<file path="config.mk">
export PLATFORM = sky130hd
export DESIGN_NAME = dbg_tap
export DESIGN_NICKNAME = d
export VERILOG_FILES = /design/src/rtl/dbg_tap_pkg.sv /design/src/rtl/dbg_tap_fsm.sv /design/src/rtl/dbg_tap_ir.sv /design/src/rtl/dbg_tap_dr.sv /design/src/rtl/dbg_tap.sv
export SDC_FILE = /design/constraint.sdc
export NUM_CORES = 1
export LEC_CHECK = 0
export CAP_MARGIN = 25
export CORE_UTILIZATION = 45
export CTS_CLUSTER_DIAMETER = 80
export DETAILED_ROUTE_END_ITERATION = 7
export PLACE_DENSITY = 0.66
export SKIP_CTS_REPAIR_TIMING = 1
export SLEW_MARGIN = 20
export SYNTH_ARGS = -nofsm -noshare
export SYNTH_HDL_FRONTEND = slang
export SYNTH_SLANG_ARGS = --single-unit
</file>
<file path="constraint.sdc">
create_clock -name tck -period 2.15 [get_ports tck]
set_input_delay 0.43 -clock tck [delete_from_list [all_inputs] [get_ports tck]]
set_output_delay 0.43 -clock tck [all_outputs]
set_load 0.005 [all_outputs]
</file>
<file path="src/rtl/dbg_tap_pkg.sv">
package dbg_tap_pkg;

    localparam int IR_W = 4;
    localparam int ID_W = 32;

    typedef enum logic [3:0] {
        ST_TLR = 4'h0,
        ST_RTI,
        ST_SEL_DR,
        ST_CAP_DR,
        ST_SH_DR,
        ST_EX1_DR,
        ST_PAU_DR,
        ST_EX2_DR,
        ST_UPD_DR,
        ST_SEL_IR,
        ST_CAP_IR,
        ST_SH_IR,
        ST_EX1_IR,
        ST_PAU_IR,
        ST_EX2_IR,
        ST_UPD_IR
    } tap_state_e;

    typedef enum logic [1:0] {
        SEL_BYPASS,
        SEL_IDCODE,
        SEL_COMM
    } dr_sel_e;

    localparam logic [IR_W-1:0] IR_CAPTURE = 4'b0001;
    localparam logic [IR_W-1:0] OP_IDCODE  = 4'h3;
    localparam logic [IR_W-1:0] OP_COMM    = 4'h7;
    localparam logic [IR_W-1:0] OP_BYPASS  = 4'hF;

    function automatic tap_state_e tap_next(tap_state_e s, logic tms);
        tap_state_e n;
        case (s)
            ST_TLR:    n = tms ? ST_TLR    : ST_RTI;
            ST_RTI:    n = tms ? ST_SEL_DR : ST_RTI;
            ST_SEL_DR: n = tms ? ST_SEL_IR : ST_CAP_DR;
            ST_CAP_DR: n = tms ? ST_EX1_DR : ST_SH_DR;
            ST_SH_DR:  n = tms ? ST_EX1_DR : ST_SH_DR;
            ST_EX1_DR: n = tms ? ST_UPD_DR : ST_PAU_DR;
            ST_PAU_DR: n = tms ? ST_EX2_DR : ST_PAU_DR;
            ST_EX2_DR: n = tms ? ST_UPD_DR : ST_SH_DR;
            ST_UPD_DR: n = tms ? ST_SEL_DR : ST_RTI;
            ST_SEL_IR: n = tms ? ST_TLR    : ST_CAP_IR;
            ST_CAP_IR: n = tms ? ST_EX1_IR : ST_SH_IR;
            ST_SH_IR:  n = tms ? ST_EX1_IR : ST_SH_IR;
            ST_EX1_IR: n = tms ? ST_UPD_IR : ST_PAU_IR;
            ST_PAU_IR: n = tms ? ST_EX2_IR : ST_PAU_IR;
            ST_EX2_IR: n = tms ? ST_UPD_IR : ST_SH_IR;
            ST_UPD_IR: n = tms ? ST_SEL_DR : ST_RTI;
            default:   n = ST_TLR;
        endcase
        return n;
    endfunction

    function automatic dr_sel_e ir_decode(logic [IR_W-1:0] op);
        dr_sel_e d;
        case (op)
            OP_IDCODE: d = SEL_IDCODE;
            OP_COMM:   d = SEL_COMM;
            default:   d = SEL_BYPASS;
        endcase
        return d;
    endfunction

endpackage

</file>
<file path="src/rtl/dbg_tap_fsm.sv">
module dbg_tap_fsm
    import dbg_tap_pkg::*;
(
    input  logic       tck,
    input  logic       rst,
    input  logic       en,
    input  logic       tms,
    output tap_state_e st
);

    always_ff @(posedge tck) begin
        if (rst || !en) begin
            st <= ST_TLR;
        end else begin
            st <= tap_next(st, tms);
        end
    end

endmodule

</file>
<file path="src/rtl/dbg_tap_ir.sv">
module dbg_tap_ir
    import dbg_tap_pkg::*;
(
    input  logic            tck,
    input  logic            rst,
    input  tap_state_e      st,
    input  logic            tdi,
    output logic [IR_W-1:0] ir,
    output logic [IR_W-1:0] ir_sr
);

    always_ff @(posedge tck) begin
        if (rst) begin
            ir    <= OP_IDCODE;
            ir_sr <= IR_CAPTURE;
        end else begin
            case (st)
                ST_TLR:    ir    <= OP_IDCODE;
                ST_CAP_IR: ir_sr <= IR_CAPTURE;
                ST_SH_IR:  ir_sr <= {tdi, ir_sr[IR_W-1:1]};
                ST_UPD_IR: ir    <= ir_sr;
                default: ;
            endcase
        end
    end

endmodule

</file>
<file path="src/rtl/dbg_tap_dr.sv">
module dbg_tap_dr
    import dbg_tap_pkg::*;
#(
    parameter int               COMM_W  = 9,
    parameter logic [ID_W-1:0]  ID_WORD = 32'h1A2B_C03F
) (
    input  logic              tck,
    input  logic              rst,
    input  tap_state_e        st,
    input  dr_sel_e           sel,
    input  logic              tdi,
    input  logic [COMM_W-1:0] cap_data,
    output logic              dr_lsb,
    output logic [COMM_W-1:0] upd_data,
    output logic              upd_strobe
);

    logic [COMM_W-1:0] comm_sr;
    logic [ID_W-1:0]   id_sr;
    logic              byp;

    always_ff @(posedge tck) begin
        if (rst) begin
            comm_sr    <= '0;
            id_sr      <= '0;
            byp        <= 1'b0;
            upd_data   <= '0;
            upd_strobe <= 1'b0;
        end else begin
            upd_strobe <= 1'b0;
            case (st)
                ST_CAP_DR: begin
                    case (sel)
                        SEL_COMM:   comm_sr <= cap_data;
                        SEL_IDCODE: id_sr   <= ID_WORD;
                        default:    byp     <= 1'b0;
                    endcase
                end
                ST_SH_DR: begin
                    case (sel)
                        SEL_COMM:   comm_sr <= {tdi, comm_sr[COMM_W-1:1]};
                        SEL_IDCODE: id_sr   <= {tdi, id_sr[ID_W-1:1]};
                        default:    byp     <= tdi;
                    endcase
                end
                ST_UPD_DR: begin
                    if (sel == SEL_COMM) begin
                        upd_data   <= comm_sr;
                        upd_strobe <= 1'b1;
                    end
                end
                default: ;
            endcase
        end
    end

    always_comb begin
        case (sel)
            SEL_COMM:   dr_lsb = comm_sr[0];
            SEL_IDCODE: dr_lsb = id_sr[0];
            default:    dr_lsb = byp;
        endcase
    end

endmodule

</file>
<file path="src/rtl/dbg_tap.sv">
module dbg_tap
    import dbg_tap_pkg::*;
#(
    parameter int              COMM_W  = 9,
    parameter logic [ID_W-1:0] ID_WORD = 32'h1A2B_C03F
) (
    input  logic              tck,
    input  logic              rst,
    input  logic              fuse_ok,
    input  logic              sw_dis,
    input  logic              tms,
    input  logic              tdi,
    output logic              tdo,
    output logic              tdo_oe,
    input  logic [COMM_W-1:0] cap_data,
    output logic [COMM_W-1:0] upd_data,
    output logic              upd_strobe
);

    logic            en;
    tap_state_e      st;
    logic [IR_W-1:0] ir;
    logic [IR_W-1:0] ir_sr;
    dr_sel_e         sel;
    logic            dr_lsb;

    assign en  = fuse_ok && !sw_dis;
    assign sel = ir_decode(ir);

    dbg_tap_fsm u_fsm (
        .tck (tck),
        .rst (rst),
        .en  (en),
        .tms (tms),
        .st  (st)
    );

    dbg_tap_ir u_ir (
        .tck   (tck),
        .rst   (rst),
        .st    (st),
        .tdi   (tdi),
        .ir    (ir),
        .ir_sr (ir_sr)
    );

    dbg_tap_dr #(
        .COMM_W  (COMM_W),
        .ID_WORD (ID_WORD)
    ) u_dr (
        .tck        (tck),
        .rst        (rst),
        .st         (st),
        .sel        (sel),
        .tdi        (tdi),
        .cap_data   (cap_data),
        .dr_lsb     (dr_lsb),
        .upd_data   (upd_data),
        .upd_strobe (upd_strobe)
    );

    always_ff @(negedge tck) begin
        if (rst) begin
            tdo    <= 1'b0;
            tdo_oe <= 1'b0;
        end else begin
            tdo_oe <= en && (st == ST_SH_DR || st == ST_SH_IR);
            if (st == ST_SH_IR) begin
                tdo <= ir_sr[0];
            end else if (st == ST_SH_DR) begin
                tdo <= dr_lsb;
            end
        end
    end

endmodule

</file>
==> out/summary.md, run 1 <==
The final hold violation count was 0. The XOR/XNOR share of the synthesized area was 0.00306; the design internal power was 1940 uW. Once detailed placement completed, the half-perimeter wirelength came to 3880 um.

The proportion of register bits with asynchronous set or reset after synthesis was 0. Critical path endpoint category: a flip-flop. Relative to the synthesized area, the layout overhead comes to 23.5%. Largest driver fanout on the critical path: 2. For this design, the sink count on the clock tree is 66. The die covers 6680 um^2. The via count of the first global-routing pass was 2126; the routed wire length was 5960 um. The logs give 0 for the residual DRC count and 0 for the count of antenna diodes in the layout. CTS placed an instance of clkbuf_8 at the clock tree root. The synthesized design contains 66 register bits. In this run the cell area of the synthesized design comes to 2860 um^2. The netlist uses 51 different library cells. The worst hold path belongs to the class reg -> reg. The first TritonRoute pass finished after 4 iterations.

In this run, synthesis inferred 0 flip-flops with an integrated enable. The maximum number of pins on one net before global-route repair is 39, and the post-synthesis net count is 319. In this run, placement finished with an instance count of 401.

TritonCTS built the clock tree. Counting the fill cells in the layout gives 548. The tools report the sequential share of the synthesized area as 0.462. After clock tree synthesis, the clock-pin slew on the worst setup and hold paths is 70 ps. The post-synthesis share of cell area spent on full adders, half adders and majority gates came out at 0.00875. The analysis attributes to cell leakage a power of 0.00132 uW. Starting utilization of the core area: 0.474.

The logs give 0 for the number of slew-limit violations in the final report and 27 for the top-level port count. The run gives 0 as the residual antenna-violating net count after detailed routing. At the pin with the least slew margin, the transition time is 400 ps.

The share of total power in combinational logic was 0.039; the starting DRC count in detailed routing was 109. Switching part of the total power: 0.225. Across the routed clock network, the largest skew measured is 49.4 ps.

For the worst setup path, the data required time is 1340 ps. The depth of the worst register-to-register path was 7. By instance count, the leading cell after synthesis is dfxtp_1.

Area share of the leading cell type in the synthesized netlist: 0.462. Clock tree synthesis inserted a total of 9 buffers. The tools report the share of power burned in the clock network as 0.470.

Power spread over the standard cell area amounts to 710 nW/um^2. In this run the vertical extent of the chip is 81.7 um. Ranked by total cell area, the synthesized netlist is headed by dfxtp_1 (46%), o221a_2 (5.9%), mux2i_1 (3.5%). Sorting the synthesized cells by how often they occur yields dfxtp_1 (66), clkbuf_1 (22), nand2_1 (22). The largest total area in the synthesized netlist belongs to dfxtp_1. The synthesized area divided by synthesized cell count is 9.47 um^2, and the cell count after synthesis is 302.

For the sequential fraction of design power, the log shows 0.491. Max-cap violations in this run came to 0. Simple-gate portion of the synthesized area: 0.160. Kind of critical path: reg -> reg.

The signal on the critical path passes through nand2_2 -> nor2_2 -> nand2_1 -> ha_1 -> a221o_1 -> a21oi_1 -> a211oi_1. In this run the horizontal extent of the chip is 81.7 um. The most critical setup path has its endpoint at tdo. In this run the power spent charging and discharging nets is 564 uW.

The overall power is 2510 uW, and the synthesized-area fraction occupied by ao, oa, aoi and oai cells is 0.257. The initial antenna violation count was 0. The longest clock path from root to sink contains 2 buffers. The tools report the final worst slack as -294 ps.

In the final routed layout, each cell accounts on average for 14.2 um. The run gives 3530 um^2 as the post-route cell area. The run gives 28 as the floorplan row count.

The flow ran to the end, but the final reports show violations. The startpoint identified for the worst register-to-register timing path is u_ir.ir[1]. The all-layer global routing usage was 0.194. In this run the worst setup path begins at u_ir.ir[1].

For this run, the number of Yosys warnings is 0. The mux cell area share after synthesis was 0.0350; the total vias in the final route was 2347. In the synthesized netlist the dominant register cell turns out to be dfxtp_1.

Setup repair after global routing could not meet its margin everywhere. During placement, the flow inserted port buffers numbering 26. The H-tree was split into 3 levels. The aggregate global routing overflow is 0, and the global placer's final weighted congestion is 0.775.

The run gives 355 as the final layout net count. The fraction of final layout cells with drive strength greater than 1 is 0.222. The total area inside the core boundary comes to 6030 um^2. Average vias per placed instance: 5.61. For the headroom to the max-slew limit, the log shows 0.727. The worst setup path is launched from a flip-flop.

The checks that failed: negative setup slack. The maximum vdd drop came out at 0.000368 V. After detailed placement, the total cell area comes to 3300 um^2. The worst stage delay on the critical path is 340 ps, and the register-to-register path setup slack is -290 ps. For the worst-skew pair, the clock arrives at the later sink with an insertion delay of 380 ps.

The first global-routing pass estimated 9850 um of wire. The critical path's slowest cell is dfxtp_2. Combinational family with the most area after synthesis: compound AO/OA/AOI/OAI gates. The non-filler instance count after layout was 418. Setup violations remaining at the end of the flow were counted as 4.

In this run the critical register-to-register path is captured at tdo. For the worst setup path, the data arrival time is 1630 ps.
[state kept, by name, summed over array words and instances, names as in the netlist]
name,count
u_fsm.st,4
u_ir.ir_sr,4
u_ir.ir,4
tdo,1
u_dr.upd_data,9
u_dr.id_sr,32
u_dr.upd_strobe,1
u_dr.comm_sr,9
tdo_oe,1
u_dr.byp,1
[cell families after synthesis]
kind of cell    Yosys count
compound gates           98
simple gates             80
flops                    66
buf+inv                  45
mux                      10
fa+ha+maj                 2
xor+xnor                  1
[area by class of cell]
cell class	instances	area [um^2]	share of cell area
Clock inverter	9	108	0.0305
Clock buffer	9	124	0.0351
Inverter	13	48.8	0.0138
Tap cell	75	93.8	0.0266
Sequential cell	66	1330	0.376
Multi-Input combinational cell	191	1350	0.382
Timing Repair Buffer	55	480	0.136
[per-stage QoR]
step,setup WS (ps),TNS [ps],utilization,hold WS [ps]
after CTS,-591,-1560,0.586,475
after detailed placement,-381,-1010,0.548,463
after global placement,-337,-969,0.548,456
after floorplan,-448,-756,-,444
after global routing,-389,-881,0.586,494
final,-294,-666,0.586,474
[power groups by stage]
stage / clock [uW] / combinational (uW) / sequential (uW)
after floorplan: 8.74 / 52.0 / 1260
after global routing: 1270 / 108 / 1230
after detailed placement: 8.74 / 97.6 / 1260
after CTS: 1210 / 98.3 / 1230
final: 1180 / 98.0 / 1230
after global placement: 8.74 / 97.9 / 1260
[placed cells by master (no fill, tap or decap), types with 2 or more instances in the layout]
cell type        Yosys  layout
nor3b_1             11      11
clkbuf_2             0       2
a221o_1              2       2
nand2_1             22      21
nor2_1               8       7
nor3_1               3       2
mux2i_1             10      10
a31oi_1              2       2
nor2b_1              3       3
clkbuf_8             0       9
a21oi_1             18      17
inv_1               14      15
o32ai_1              8       8
nand3_1             13      13
dfxtp_1             66      61
o21ai_0             12      12
clkinv_4             0       2
bufinv_16            0       2
and3_1               3       3
clkdlybuf4s50_1      0      24
inv_6                0       2
nand4_1              2       2
buf_4                2      28
nand3b_1             2       2
o221a_2             15      15
o22ai_1              8       8
nand2b_1             3       3
o32a_1               2       2
a41oi_1              9       9
a22o_1               2       2
o21ai_1              9       9
dfxtp_2              0       5
[worst min-delay path by stage]
stage | cells after the start | slack [ps] | start | to
finish | 2 | 470 | u_ir.ir_sr[1] | u_ir.ir_sr[1]
global route | 2 | 490 | u_dr.id_sr[31] | u_dr.id_sr[31]
CTS | 2 | 470 | u_ir.ir_sr[1] | u_ir.ir_sr[1]
detailed placement | 1 | 460 | u_ir.ir[0] | u_ir.ir[0]
global placement | 1 | 460 | u_ir.ir[0] | u_ir.ir[0]
floorplan | 2 | 440 | u_dr.id_sr[31] | u_dr.id_sr[31]
[routing by layer]
layer,share of wire,up-vias,routed length [um],global-route usage
met4,0.011,0,65,0.0684
met5,0,-,0,0
li1,-,1204,-,-
met2,0.46,36,2730,0.308
met3,0.039,5,231,0.0622
met1,0.49,1102,2930,0.248
[worst max-delay path, delay by kind of cell, from the launching register on]
family | cells | cell delay [ps]
and+or+nand+nor | 3 | 230
AOI/OAI and AO/OA | 3 | 430
DFF | 1 | 340
adders and majority gates | 1 | 290
Power figures use the tool's default switching activity.
==> inputs of run 2 (changes only) <==
--- a/config.mk
+++ b/config.mk
@@ -5,6 +5,7 @@
 export SDC_FILE = /design/constraint.sdc
 export NUM_CORES = 1
 export LEC_CHECK = 0
+export ABC_AREA = 1
 export CAP_MARGIN = 25
 export CORE_UTILIZATION = 45
 export CTS_CLUSTER_DIAMETER = 80
==> run 2 against run 1 <==
  * The run still ends with negative setup slack left
  * Sequential share of layout area up 0.28 points
  * Final cell count up 24%
  * First-iteration DRC count up 31%
  * Highest routed layer unchanged
  * Clock power about the same
  * Flip-flop and latch count unchanged
  * Critical path type unchanged
  * Largest power group unchanged
==> out/summary.md, run 2 <==
The post-synthesis share of cell area spent on full adders, half adders and majority gates works out to 0.00901 (+0.000256). For the sequential fraction of design power, the log shows 0.493 (+0.002). The arrival time reported for the critical path endpoint was 1510 ps (-120 ps). In the final layout, the registers with the most flip-flops are u_dr.id_sr: 32 flops, u_dr.comm_sr: 9 flops, u_dr.upd_data: 9 flops.

The tools report the residual antenna-violating net count after detailed routing as 0 (unchanged). The synthesis-stage register bit count came out at 66 (unchanged). The all-layer global routing usage was 0.195 (+0.000802). The static leakage power was 0.00153 uW (+16%); the final worst slack was -169 ps (+124 ps). The run gives 9 (unchanged) as the total CTS buffers. The worst hold slack is 460 ps (-13.4 ps). The synthesized area divided by synthesized cell count works out to 7.05 um^2 (-26%). The switching part of the total power works out to 0.202 (-0.0228). Maximum vdd drop: 0.000384 V (+4.2%). From synthesis to final layout, the design area changed by 26.4%. The most frequent cell after synthesis was nand2_1. The tools report the count of different cell masters after synthesis as 23 (-55%). The XOR/XNOR share of the synthesized area is 0 (-0.00306). The starting utilization of the core area was 0.469 (-0.00531). The logs give 0 (unchanged) for the count of antenna diodes in the layout and 2313 (+8.8%) for the via count of the first global-routing pass. The number of iterations in the first detailed-routing pass is 4 (unchanged). The register with the highest flop count is u_dr.id_sr.

The total vias in the final route was 2511 (+7.0%). The root buffer cell is clkbuf_8. Sequential share of the synthesized area: 0.476 (+0.0135). After synthesis, the largest family of logic cells by area is simple AND/OR/NAND/NOR gates. The run gives 0 (unchanged) as the final hold violation count. The synthesized cell area was 2780 um^2 (-2.8%); the number of violations of the max-capacitance limit was 0 (unchanged). The worst stage delay on the critical path was 350 ps (about the same). The height of the chip was 80.6 um (-1.4%). STA classifies the critical path endpoint as a flip-flop. The signal on the critical path passes through nand2_4 -> nor3_4 -> ha_4 -> a21oi_2 -> nand2_1 -> nand3_1 -> nand3_1 -> nand2_1 -> inv_1. The share of power burned in the clock network is 0.477 (+0.007), and the sink count of the clock tree is 66 (unchanged). The run gives 1340 ps (about the same) as the required time at the endpoint of the critical path.

The number of slew-limit violations in the final report was 0 (unchanged); the half-perimeter wire length after placement was 3800 um (-2.0%). The run gives 502 uW (-11%) as the switching power of the nets. The final worst clock skew is 47.5 ps (-1.85 ps), and the proportion of register bits with asynchronous set or reset after synthesis is 0 (unchanged). The clock-pin slew on the worst setup and hold paths came out at 70 ps (about the same).

The simple-gate portion of the synthesized area works out to 0.277 (+0.117). The worst min-delay path class is reg -> reg. Routed wire length: 5640 um (-5.3%). The floorplan row count came out at 28 (unchanged). The yosys synthesis warning count was 0 (unchanged); the final setup violation count was 3 (-1). In the layout the commonest cells are nand2_1 (111), dfxtp_1 (60), a21oi_1 (51), nor2_1 (49). Main flop type after synthesis: dfxtp_1.

The run finished, with violations left. The quantity of I/O buffers inserted on ports came out at 26 (unchanged). Setup repair after global routing could not meet its margin everywhere. The initial antenna violation count is 0 (unchanged).

Counting instances in the post-synthesis netlist gives the leading cell types as nand2_1 (114), dfxtp_1 (66), a21oi_1 (52). The aggregate global routing overflow was 0 (unchanged); the global placer's final weighted congestion was 0.879 (+13%). The area share of the leading cell type in the synthesized netlist is 0.476 (+0.0135), and the number of flip-flops under the largest register name is 32 (unchanged). The actual slew at the worst max-slew pin works out to 324 ps (-75.5 ps). The library cell used most frequently in the layout, excluding fill and tap cells, is nand2_1. The fraction of final layout cells with drive strength greater than 1 is 0.152 (-0.0700), and the largest driver fanout on the critical path is 3 (+1). The average vias per placed instance works out to 4.86 (-13%).

The run gives 2 (unchanged) as the number of buffers between clock root and the deepest sink. The tools report the post-synthesis net count as 411 (+29%). The tools report the total core area as 5920 um^2 (-1.7%). The hold path depth came out at 2 (unchanged). Yosys attributes the largest share of cell area to dfxtp_1 (48%), nand2_1 (15%), a21oi_1 (9.4%). The starting DRC count in detailed routing was 143 (+31%); the number of enable-type register cells in the synthesized netlist was 0 (unchanged). Among all stages on the critical path, the largest delay is contributed by dfxtp_2. The maximum number of pins on one net before global-route repair is 37 (-5.1%), and the maximum level of the CTS H-tree is 3 (unchanged). For the share of total power in combinational logic, the log shows 0.030 (-0.009). The design internal power came out at 1980 uW (+1.9%). Critical path startpoint category: a flip-flop.

The routed wire length per instance was 10.9 um (-23%); the depth of the worst register-to-register path was 9 (+2). The largest total area in the synthesized netlist belongs to dfxtp_1. The power density of the placed cells was 707 nW/um^2 (-0.36%); the final layout net count was 454 (+28%). The die boundary width is 80.6 um (-1.4%).

The kind of critical path was reg -> reg. The logs give 394 (+30%) for the cell count after synthesis and 0.593 (+0.00660) for the share of the core filled with cells. First-pass GRT wire length: 9880 um (+0.27%). The mux cell area share after synthesis was 0 (-0.0350); the synthesized-area fraction occupied by ao, oa, aoi and oai cells was 0.163 (-0.0943). Full die area: 6490 um^2 (-2.8%). The final reports fail on negative setup slack. Residual DRC count: 0 (unchanged).

The top-level port count came out at 27 (unchanged). The run gives 0.784 (+0.0572) as the headroom to the max-slew limit. TritonCTS built the clock tree. The clock latency at the later pin of the worst-skew pair came out at 370 ps (about the same).
-- run 2: cell types whose count changed after synthesis, moves of 10 or more --
cell and change:
inv_1 +16, mux2i_1 -10, o21ai_0 +18, nor2_1 +42
nand2_1 +92, nor3b_1 -11, clkbuf_1 -11, a21oi_1 +34
o221a_2 -15
-- run 2: cells by family (layout without fill, tap and decap cells) --
logic type | count (synthesis) | in the layout
adders and majority gates | 2 | 2
buffers and inverters | 51 | 99
DFF | 66 | 66
and+or+nand+nor | 186 | 186
AOI/OAI and AO/OA | 89 | 89
-- run 2: layer usage --
| layer | vias to the layer above | GRT usage | part of all wire |
|---|---|---|---|
| met5 | - | 0 | 0 |
| met4 | 0 | 0.0589 | 0.0085 |
| met3 | 5 | 0.0511 | 0.050 |
| met2 | 50 | 0.319 | 0.45 |
| met1 | 1122 | 0.250 | 0.49 |
| li1 | 1334 | - | - |
-- run 2: final timing paths --
kind / slack [ps] / start / endpoint
hold reg to reg: 460 / u_dr.id_sr[8] / u_dr.id_sr[8]
setup reg to reg: -170 / u_ir.ir[1] / tdo
hold / removal: 460 / u_dr.id_sr[8] / u_dr.id_sr[8]
setup / recovery: -170 / u_ir.ir[1] / tdo
-- run 2: cell type report --
class / count / area, um^2
fillers: 554 / 2410
multi-input cells: 277 / 1300
well taps: 75 / 93.8
clock buffers: 12 / 155
inverters: 33 / 125
clock inverters: 6 / 81.3
flip-flops and latches: 66 / 1330
repair buffers: 48 / 422
-- run 2: power groups by stage --
stage	clock network, uW	registers (uW)	logic (uW)
after global routing	1270	1220	84.4
final	1180	1220	75.3
after CTS	1210	1220	76.1
after detailed placement	8.74	1250	75.4
after global placement	8.74	1250	76.2
after floorplan	8.74	1250	36.0
-- run 2: metrics by stage --
stage	setup WS [ps]	TNS, ps	instances	power, uW	cell area, um^2
2_1_floorplan	-212	-212	394	1300	2830
3_3_place_gp	-255	-769	499	1340	3260
3_5_place_dp	-272	-808	499	1340	3260
4_1_cts	-572	-1390	516	2510	3490
5_1_grt	-318	-704	517	2580	3510
6_report	-169	-486	517	2480	3510
-- run 2: worst max-delay path: cells and delay by family, from the launching register on --
| kind | cells | cell delay (ps) |
|---|---|---|
| AOI/OAI and AO/OA | 1 | 90 |
| adders and majority gates | 1 | 240 |
| and+or+nand+nor | 6 | 470 |
| buffers and inverters | 1 | 30 |
| DFF | 1 | 350 |
